--- config.mk ---
export PLATFORM = sky130hd
export DESIGN_NAME = iso_safe_window
export DESIGN_NICKNAME = d
export VERILOG_FILES = /design/src/rtl/iso_sched_pkg.sv /design/src/rtl/iso_frame_counter.sv /design/src/rtl/iso_thresh_decode.sv /design/src/rtl/iso_safe_calc.sv /design/src/rtl/iso_safe_window.sv
export SDC_FILE = /design/constraint.sdc
export NUM_CORES = 1
export LEC_CHECK = 0
export CORE_UTILIZATION = 30
export CTS_CLUSTER_DIAMETER = 30
export DETAILED_ROUTE_END_ITERATION = 16
export GPL_TIMING_DRIVEN = 0
export PLACE_DENSITY_LB_ADDON = 0.1
export SLEW_MARGIN = 30
export SYNTH_ARGS = -nofsm -noshare
export SYNTH_HDL_FRONTEND = slang
export SYNTH_HIERARCHICAL = 1
export SYNTH_SLANG_ARGS = --single-unit
export TNS_END_PERCENT = 30
--- constraint.sdc ---
create_clock -name clk -period 2.75 [get_ports clk]
set_input_delay 0.55 -clock clk [delete_from_list [all_inputs] [get_ports clk]]
set_output_delay 0.55 -clock clk [all_outputs]
set_load 0.02 [all_outputs]
--- src/rtl/iso_sched_pkg.sv ---
package iso_sched_pkg;
   localparam int UF_W       = 3;
   localparam int UF_PER_FR  = 1 << UF_W;
   localparam int THR_W      = 8;
   localparam int FRAME_SEL  = 7;

   typedef enum logic [1:0] {
      CACHE_NONE   = 2'd0,
      CACHE_UFRAME = 2'd1,
      CACHE_FRAME  = 2'd2
   } cache_mode_e;
endpackage

--- src/rtl/iso_frame_counter.sv ---
module iso_frame_counter
   import iso_sched_pkg::*;
#(
   parameter int FRAME_W = 11
) (
   input  logic               clk,
   input  logic               rst,
   input  logic               tick,
   output logic [UF_W-1:0]    uframe,
   output logic [FRAME_W-1:0] frame
);
   localparam logic [UF_W-1:0] UF_LAST = UF_W'(UF_PER_FR - 1);

   logic wrap;
   assign wrap = tick && (uframe == UF_LAST);

   always_ff @(posedge clk) begin
      if (rst) begin
         uframe <= '0;
      end else if (tick) begin
         uframe <= uframe + UF_W'(1);
      end
   end

   always_ff @(posedge clk) begin
      if (rst) begin
         frame <= '0;
      end else if (wrap) begin
         frame <= frame + FRAME_W'(1);
      end
   end
endmodule

--- src/rtl/iso_thresh_decode.sv ---
module iso_thresh_decode
   import iso_sched_pkg::*;
(
   input  logic [THR_W-1:0] thresh,
   output cache_mode_e      mode,
   output logic [UF_W-1:0]  count
);
   always_comb begin
      count = thresh[UF_W-1:0];
      if (thresh[FRAME_SEL]) begin
         mode = CACHE_FRAME;
      end else if (count != '0) begin
         mode = CACHE_UFRAME;
      end else begin
         mode = CACHE_NONE;
      end
   end
endmodule

--- src/rtl/iso_safe_calc.sv ---
module iso_safe_calc
   import iso_sched_pkg::*;
#(
   parameter int FRAME_W = 11
) (
   input  cache_mode_e        mode,
   input  logic [UF_W-1:0]    count,
   input  logic [UF_W-1:0]    uframe,
   input  logic [FRAME_W-1:0] frame,
   output logic [FRAME_W-1:0] safe_frame,
   output logic [UF_W-1:0]    safe_uframe
);
   localparam int POS_W = FRAME_W + UF_W;

   logic [POS_W-1:0] pos;
   logic [POS_W-1:0] lead_pos;
   logic [UF_W-1:0]  lead;
   logic [UF_W-1:0]  adj_uf;
   logic [FRAME_W-1:0] frame_step;

   assign pos    = {frame, uframe};
   assign adj_uf = uframe + UF_W'(1);

   // distance ahead for the two position-based models
   always_comb begin
      if (mode == CACHE_UFRAME) begin
         lead = count;
      end else begin
         lead = UF_W'(1);
      end
   end

   assign lead_pos   = pos + POS_W'(1) + POS_W'(lead);
   assign frame_step = (adj_uf == UF_W'(UF_PER_FR - 1)) ? FRAME_W'(2) : FRAME_W'(1);

   always_comb begin
      if (mode == CACHE_FRAME) begin
         safe_frame  = frame + frame_step;
         safe_uframe = '0;
      end else begin
         safe_frame  = lead_pos[POS_W-1:UF_W];
         safe_uframe = lead_pos[UF_W-1:0];
      end
   end
endmodule

--- src/rtl/iso_safe_window.sv ---
module iso_safe_window
   import iso_sched_pkg::*;
#(
   parameter int FRAME_W = 11
) (
   input  logic               clk,
   input  logic               rst,
   input  logic               tick_i,
   input  logic [7:0]         thresh_i,
   output logic [FRAME_W-1:0] cur_frame_o,
   output logic [2:0]         cur_uframe_o,
   output logic [FRAME_W-1:0] safe_frame_o,
   output logic [2:0]         safe_uframe_o,
   output logic [1:0]         cache_mode_o
);
   generate
      if (FRAME_W < 2 || FRAME_W > 28) begin : g_bad_frame_w
         initial $fatal(1, "iso_safe_window: FRAME_W out of range");
      end
      if (UF_W != 3 || THR_W != 8) begin : g_bad_pkg
         initial $fatal(1, "iso_safe_window: package widths do not match ports");
      end
   endgenerate

   cache_mode_e        mode_d;
   logic [UF_W-1:0]    count_d;
   logic [FRAME_W-1:0] safe_frame_d;
   logic [UF_W-1:0]    safe_uframe_d;

   iso_frame_counter #(.FRAME_W(FRAME_W)) u_cnt (
      .clk    (clk),
      .rst    (rst),
      .tick   (tick_i),
      .uframe (cur_uframe_o),
      .frame  (cur_frame_o)
   );

   iso_thresh_decode u_dec (
      .thresh (thresh_i),
      .mode   (mode_d),
      .count  (count_d)
   );

   iso_safe_calc #(.FRAME_W(FRAME_W)) u_calc (
      .mode        (mode_d),
      .count       (count_d),
      .uframe      (cur_uframe_o),
      .frame       (cur_frame_o),
      .safe_frame  (safe_frame_d),
      .safe_uframe (safe_uframe_d)
   );

   always_ff @(posedge clk) begin
      if (rst) begin
         safe_frame_o  <= '0;
         safe_uframe_o <= '0;
         cache_mode_o  <= CACHE_NONE;
      end else begin
         safe_frame_o  <= safe_frame_d;
         safe_uframe_o <= safe_uframe_d;
         cache_mode_o  <= mode_d;
      end
   end
endmodule

# Word level (Yosys, flattened, before mapping)
# Cells that the tools add are included.
totals:
  output_inout_bits: 30
  n_memories: 0
  inputBits: 11
  romBits: 0
  latchBits: 0
  elab_cells: 22
  regBits: 30
  ram_bits: 0
classes:
  eq_ne: 4
  reduce_logical: 3
  n_mul: 0
  muxes: 5
  div_mod_pow: 0
  order_cmp: 0
  shift: 0
  addsub: 5
  n_bitwise: 0
op_table:
  columns: ["operator", "count"]
  rows:
  - ["$add 14x1->14 const B", 1]
  - ["$add 14x3->14", 1]
  - ["$add 11x1->11 const B", 1]
  - ["$add 11x11->11", 1]
  - ["$mux 11", 1]
  - ["$eq 3x3->1 const B", 2]
  - ["$mux 2", 2]
  - ["$add 3x1->3 const B", 1]
  - ["$mux 3", 1]
  - ["$reduce_bool 3->1", 1]
  - ["$eq 2x1->1 const B", 1]
  - ["$eq 2x2->1 const B", 1]
  - ["$reduce_or 2->1", 1]
  - ["$logic_and 1x1->1", 1]
  - ["$mux 1", 1]

# Depth between registers and ports, before layout
# Gate-level depths: netlist of the first run.
depth:
  depth_word: 7
  depth_mapped: 11
  depth_no_buf: 11

# By module
# Netlist of the first run, hierarchy kept.
modules_own_cells:
  columns: ["module", "instances", "seq_area_each_um2", "area_each_um2", "cells_per_inst"]
  rows:
  - ["iso_frame_counter", 1, 280.3, 638.1, 70]
  - ["iso_safe_calc", 1, 0.0, 506.7, 63]
  - ["iso_safe_window", 1, 320.3, 464.2, 33]
  - ["iso_thresh_decode", 1, 0.0, 38.8, 6]

# Least setup slack after synthesis of the first run
# OpenSTA, ideal clock, no wires.
synth_path:
  kind: "input to register"
  start: "input port thresh_i[1]"
  end: "register safe_frame_o[5]"
  slack_ns: 0.121
  arrival_time_ns: 2.516
  path_buffers: 0
  t_required_ns: 2.636
  stages: 11
  setup_ns: 0.114
  path_cell_list: "nor3_1 nor2_1 nor3b_1 ha_1 inv_1 fa_1 a21oi_1 nor3_4 o2111ai_1 xnor2_1 nor2b_2"
synth_via:
  elab_chain_cells: 7
  word_cells_on_any_way: 8
  cone_classes: "add/sub (1); eq/ne (2); mux (4); reduce/logical (1)"
synth_rtl:
  columns: ["element", "line", "text"]
  rows:
  - ["start, declared", "iso_safe_window.sv:9", "input logic [7:0] thresh_i,"]
  - ["$reduce_bool 3->1 (*)", "iso_thresh_decode.sv:12", "end else if (count != '0) begin"]
  - ["$mux 1 (*)", "iso_thresh_decode.sv:12", null]
  - ["$mux 2 (*)", "iso_thresh_decode.sv:10", "if (thresh[FRAME_SEL]) begin"]
  - ["net mode_d[0]", "iso_safe_window.sv:25", "cache_mode_e mode_d;"]
  - ["$eq 2x1->1", "iso_safe_calc.sv:26", "if (mode == CACHE_UFRAME) begin"]
  - ["$mux 3", "iso_safe_calc.sv:26", null]
  - ["$add 14x3->14", "iso_safe_calc.sv:33", "assign lead_pos = pos + POS_W'(1) + POS_W'(lead);"]
  - ["$mux 11 (*)", "iso_safe_calc.sv:37", "if (mode == CACHE_FRAME) begin"]
  - ["net safe_frame_d[5]", "iso_safe_window.sv:27", "logic [FRAME_W-1:0] safe_frame_d;"]
  - ["end signal, assigned", "iso_safe_window.sv:59", "safe_frame_o <= safe_frame_d;"]
  - ["end, declared", "iso_safe_window.sv:12", "output logic [FRAME_W-1:0] safe_frame_o,"]
# The timed path passes the listed nets; every way through them passes the cells marked *.
# A chain may end at the register's enable or synchronous reset.

# Worst setup path in the final report of the first run
layout_path:
  start: "input port thresh_i[1]"
  end: "register safe_frame_o[10]"
# The elaborated chain is that of the path after synthesis.

==> flow_summary.toml, run 1 <==
[run_status]
status = "complete, no violations"

[timing]
max_freq_mhz = 377.6
period_share_pct = 96.31
final.setup_skew_ns = 0.005753
setup_viol = 0
finalCriticalPeriod_ns = 2.649
post-route-worst-setup-slack_ns = 0.1014
slew_headroom_pct = 63.30
tightest_slew_ns = 0.5488
report.final.slew_viol_count = 0
holdWs_ns = 0.5673
hold_viol_final = 0

[route]
drt_iter0_drc = 20
antenna_left = 0
drc = 0
wl_per_cell_microns = 12.37
via_per_inst = 4.545
vias = 1300
wl_microns = 3537
drt-pass1-iter-count = 6

[clock_tree]
cts-hold-fix-buffers = 0
cts_sinks = 30
cts_tree = "done"
htreeDepth = 2
cts_buffer_depth = 2
clk_pin_slew_ns = 0.06
clk_latency_ns = 0.28
cts_inserted_buffers = 5
cts_root_buf = "clkbuf_8"

[yosys]
synth-main-ff-cell = "dfxtp_1"
yosysSeqAreaShare_pct = 36.45
synth_cells = 172
syn_area_sq_um = 1648
synth.area.top_cells = "dfxtp_1 36%, xnor2_1 6.4%, ha_1 6.1%, nor2b_2 3.7%, nor2_1 3.4%"
synth_top_area_share_pct = 36.45
synth.avg_cell_area_sq_um = 9.580
ys_ff_latch = 30
yosysTopAreaCell = "dfxtp_1"
ys_async_sr_fraction_pct = 0
ys.warnings.count = 6
syn_nets = 193
synth_edf_count = 0
synthDistinctLibCells = 43

[grt]
antenna_found_initial = 0
grt_max_degree = 15
grt_pass1_wl_microns = 5658
grt_pass1_vias = 1214
grt_use_total_pct = 12.19
grt_overflow = 0

[critical_path]
crit_chain = "clkdlybuf4s50_1 -> nor3_2 -> nor2_2 -> buf_4 -> and3b_1 -> ha_1 -> nand2b_1 -> a211oi_4 -> o2111ai_2 -> xnor2_1 -> and2b_2"
critPathLaunchType = "input port"
path_class = "in -> reg"
max_stage_delay_ns = 0.44
cp_slowest_cell = "clkdlybuf4s50_1"
cp_max_fo = 5
worstPathArrival_ns = 2.82
endpoint_kind = "flop"
worstPathRequired_ns = 2.92

[placed_design]
place.gp.congestion = 0.8069
io_buffers = 35
place_ws_ns = -0.6329
dpl.hpwl_microns = 2537

[flow_run]
drv_cap = 0

[die]
start_util_pct = 31.66
fp.dieH_microns = 76.12
row_count = 26
die-area_sq_um = 5793
io-pin-count = 41
core_area_sq_um = 5205
die_w_microns = 76.12

[hold_path]
min_path_type = "in -> reg"

[finish]
final_core_util_pct = 42.76
area_delta_synth_final_pct = 35.08
n_antenna_cell = 0
final_cell_mix = "35 x clkdlybuf4s50_1, 30 x dfxtp_1, 14 x nor2_1"
drive_gt1_share_pct = 20.83
mostFrequentLayoutCell = "clkdlybuf4s50_1"
layout.nets = 236

[power_and_ir_drop]
p_leak_nw = 0.8109
power_density_nw_per_um2 = 414.4
peakVddDrop_mv = 0.2472
-- layout make-up --
type                       count  area [sq um]
fill                         541          2979
multi-input combinational    127         994.7
sequential                    30         600.6
timing repair buffer          36         357.8
tap                           70         87.58
clock buffer                   7         86.33
buffer                         8         67.56
inverter                       7         26.28
clock inverter                 1         5.005
-- report_power, final --
group | switching, mW | total [mW] | internal [mW]
sequential | 0.00700 | 0.451 | 0.444
clock | 0.157 | 0.358 | 0.201
combinational | 0.0548 | 0.113 | 0.0581
total | 0.219 | 0.922 | 0.704
-- sequential cells by signal, summed over array words and instances, names as in the netlist --
signal	count
safe_frame_o	11
u_cnt/frame	11
safe_uframe_o	3
u_cnt/uframe	3
cache_mode_o	2
-- cells in the mapped netlist, drive strengths merged, types with 4 or more instances --
master	n
inv	7
o211ai	4
buf	7
xnor2	12
nor2b	14
nor2	15
and2b	6
dfxtp	30
ha	8
a21oi	10
o21ai	8
nand3	5
nand2	8
-- timing repair --
action / CTS / global route
buffers inserted: 1 / 0
hold endpoints to repair: 0 / 0
pin swaps: 1 / 3
endpoints found under the setup margin: 5 / 10
resized for setup: 2 / 8
-- critical path, delay by kind of cell --
kind	cells	cell delay, ns
AO/OA/AOI/OAI	2	0.50
buffers and inverters	2	0.59
AND/OR/NAND/NOR	5	0.75
adder cells (fa/ha/maj)	1	0.30
XOR/XNOR	1	0.15
-- per-layer routing --
metal	global-route usage [%]	part of all wire, %	vias up
met1	15.40	50	594
li1	-	-	677
met2	19.73	46	25
met3	2.635	3.1	4
met5	0	0	-
met4	5.769	1.1	0
-- metrics by stage --
step	power [mW]	instances	TNS [ns]	area [sq um]
2_1_floorplan	0.5266	172	0	1648
3_3_place_gp	0.5656	277	-3.657	2086
3_5_place_dp	0.5667	277	-4.092	2086
4_1_cts	0.9313	286	0	2191
5_1_grt	0.9641	286	-0.002871	2226
6_report	0.9225	286	0	2226
-- worst paths after layout --
kind / start / endpoint / slack, ns / cells after the start
hold reg to reg: u_cnt/frame[7]$_SDFFE_PP0P_ / u_cnt/frame[7]$_SDFFE_PP0P_ / 0.58 / 2
hold / removal: tick_i / u_cnt/frame[1]$_SDFFE_PP0P_ / 0.57 / 3
setup reg to reg: u_cnt/uframe[1]$_SDFFE_PP0P_ / u_cnt/frame[10]$_SDFFE_PP0P_ / 0.51 / 5
setup / recovery: thresh_i[1] / safe_frame_o[10]$_SDFF_PP0_ / 0.10 / 11
-- kinds of logic after synthesis --
kind of cell,count (synthesis),share of synthesized area (%)
buf+inv,15,5.695
xor+xnor,14,7.441
compound gates,28,11.62
fa+ha+maj,10,8.505
simple gates,71,27.72
mux,4,2.582
flops,30,36.45
(Power assumes the default switching activity.)
==> run 2, diff against run 1 <==
==> constraint.sdc (replaced) <==
create_clock -name clk -period 2.6 [get_ports clk]
set_input_delay 0.52 -clock clk [delete_from_list [all_inputs] [get_ports clk]]
set_output_delay 0.52 -clock clk [all_outputs]
set_load 0.02 [all_outputs]
==> run 2 against run 1 <==
- power is 5.9% higher
- clock-buffer cell count stayed put
- setup slack better by 0.10 ns
- die area stayed put
- sequential power is 6.0% higher
- via count is 0.31% higher
- register-to-register slack worse by 0.20 ns
- clock power is 5.6% higher
- clock skew is 0.00090 ns higher
- critical endpoint unchanged
- largest power group unchanged
==> flow_summary.toml, run 2 (synthesized netlist as in run 1, its figures left out) <==
[timing]
slew_headroom_pct = 62.03
setup_viol = 0
hold_viol_final = 0
max_freq_mhz = 417.6
report.final.slew_viol_count = 0
finalCriticalPeriod_ns = 2.395
tightest_slew_ns = 0.5678
final.setup_skew_ns = 0.006656
period_share_pct = 92.11
grt_setup_unrepaired = "false"
post-route-worst-setup-slack_ns = 0.2052
fin_tns_setup_ns = 0

[route]
drc = 0
wl_microns = 3542
wl_per_cell_microns = 12.34
via_per_inst = 4.544
drt_iter0_drc = 27
vias = 1304
antenna_left = 0
drt-pass1-iter-count = 4

[finish]
drive_gt1_share_pct = 22.58
mostFrequentLayoutCell = "clkdlybuf4s50_1"
fillers = 536
final_cell_mix = "31 x clkdlybuf4s50_1, 30 x dfxtp_1, 14 x nor2_1"
n_antenna_cell = 0
top_regs = "safe_frame_o x11, u_cnt/frame x11"
seqCellArea_sq_um = 600.6
layout.nets = 237
fin_cells = 287
multiInputGateArea_sq_um = 1015
area_delta_synth_final_pct = 37.36

[placed_design]
place_ws_ns = -0.7529
place_inst = 277
place.gp.congestion = 0.8069
dpl.hpwl_microns = 2537
io_buffers = 35

[clock_tree]
cts_inserted_buffers = 5
cts_buffer_depth = 2
cts_sinks = 30
cts-hold-fix-buffers = 0
clk_pin_slew_ns = 0.06
cts_tree = "done"
clk_latency_ns = 0.28
cts_root_buf = "clkbuf_8"
htreeDepth = 2

[die]
io-pin-count = 41
die_w_microns = 76.12
die-area_sq_um = 5793
core_area_sq_um = 5205
start_util_pct = 31.66
row_count = 26
fp.dieH_microns = 76.12

[power_and_ir_drop]
p_total_mw = 0.9769
power_density_nw_per_um2 = 431.6
peakVddDrop_mv = 0.2810
p_leak_nw = 0.8498

[grt]
grt_pass1_vias = 1223
grt_overflow = 0
antenna_found_initial = 0
grt_pass1_wl_microns = 5713
grt_max_degree = 15
grt_use_total_pct = 12.32

[critical_path]
worstPathRequired_ns = 2.77
worstPathArrival_ns = 2.57
path_class = "in -> reg"
cp_max_fo = 5
endpoint_kind = "flop"
critPathLaunchType = "input port"

[hold_path]
min_path_type = "in -> reg"

[run_status]
status = "complete, no violations"

[flow_run]
drv_cap = 0
run 2: cell types whose count changed in the layout (fill, tap and decap cells not counted):
cell	previous run	this run
ha_1	6	5
and3b_2	0	1
ha_4	1	2
and3b_1	2	1
o2111ai_2	1	2
clkdlybuf4s50_1	35	31
dlymetal6s2s_1	0	4
o2111ai_1	1	0
buf_4	5	6
run 2: worst paths after layout:
kind | start | endpoint | slack [ns] | cells after the start
setup / recovery | thresh_i[2] | safe_frame_o[10]$_SDFF_PP0_ | 0.21 | 11
hold / removal | tick_i | u_cnt/frame[1]$_SDFFE_PP0P_ | 0.54 | 3
setup reg to reg | u_cnt/uframe[1]$_SDFFE_PP0P_ | u_cnt/frame[10]$_SDFFE_PP0P_ | 0.31 | 5
hold reg to reg | u_cnt/frame[7]$_SDFFE_PP0P_ | u_cnt/frame[7]$_SDFFE_PP0P_ | 0.58 | 2
run 2: metal layers:
metal  part of all wire [%]  vias to the layer above  track usage [%]
met5                      0                        -                0
met4                    1.4                        0            5.769
met3                    2.9                        5            2.635
met2                     46                       21            19.64
met1                     50                      597            15.84
li1                       -                      681                -
run 2: repair_timing:
| item | in CTS | in global routing |
|---|---|---|
| setup endpoints to repair | 6 | 8 |
| pin swaps | 3 | 10 |
| setup buffers | 1 | 1 |
| gates resized for setup | 9 | 7 |
run 2: area by class of cell:
type                    instances  area share, %
inverters                       7          1.161
clock buffers                   7          3.814
multi-input cells             127          44.83
plain buffers                   8          2.985
well taps                      70          3.870
flip-flops and latches         30          26.53
repair buffers                 37          16.58
clock inverters                 1         0.2211
run 2: through the flow:
step,hold slack [ns],util [%],area [sq um]
after floorplan,0.5891,-,1648
after global placement,0.5429,40.07,2086
after detailed placement,0.5744,40.07,2086
after CTS,0.5251,42.74,2225
after global routing,0.5573,43.49,2263
final,0.5397,43.49,2263
run 2: report_power, final:
group | leakage [nW] | total, mW | switching (mW) | internal [mW]
sequential | 0.243 | 0.478 | 0.00809 | 0.470
combinational | 0.558 | 0.121 | 0.0587 | 0.0621
clock | 0.0482 | 0.378 | 0.165 | 0.213
total | 0.850 | 0.977 | 0.232 | 0.745
run 2: worst max-delay path: stages:
cell            delay, ns
dlymetal6s2s_1       0.14
nor3_2               0.20
nor2_2               0.07
buf_4                0.15
and3b_2              0.25
ha_4                 0.27
nand2b_1             0.08
a211oi_4             0.36
o2111ai_2            0.19
xnor2_1              0.15
and2b_2              0.18
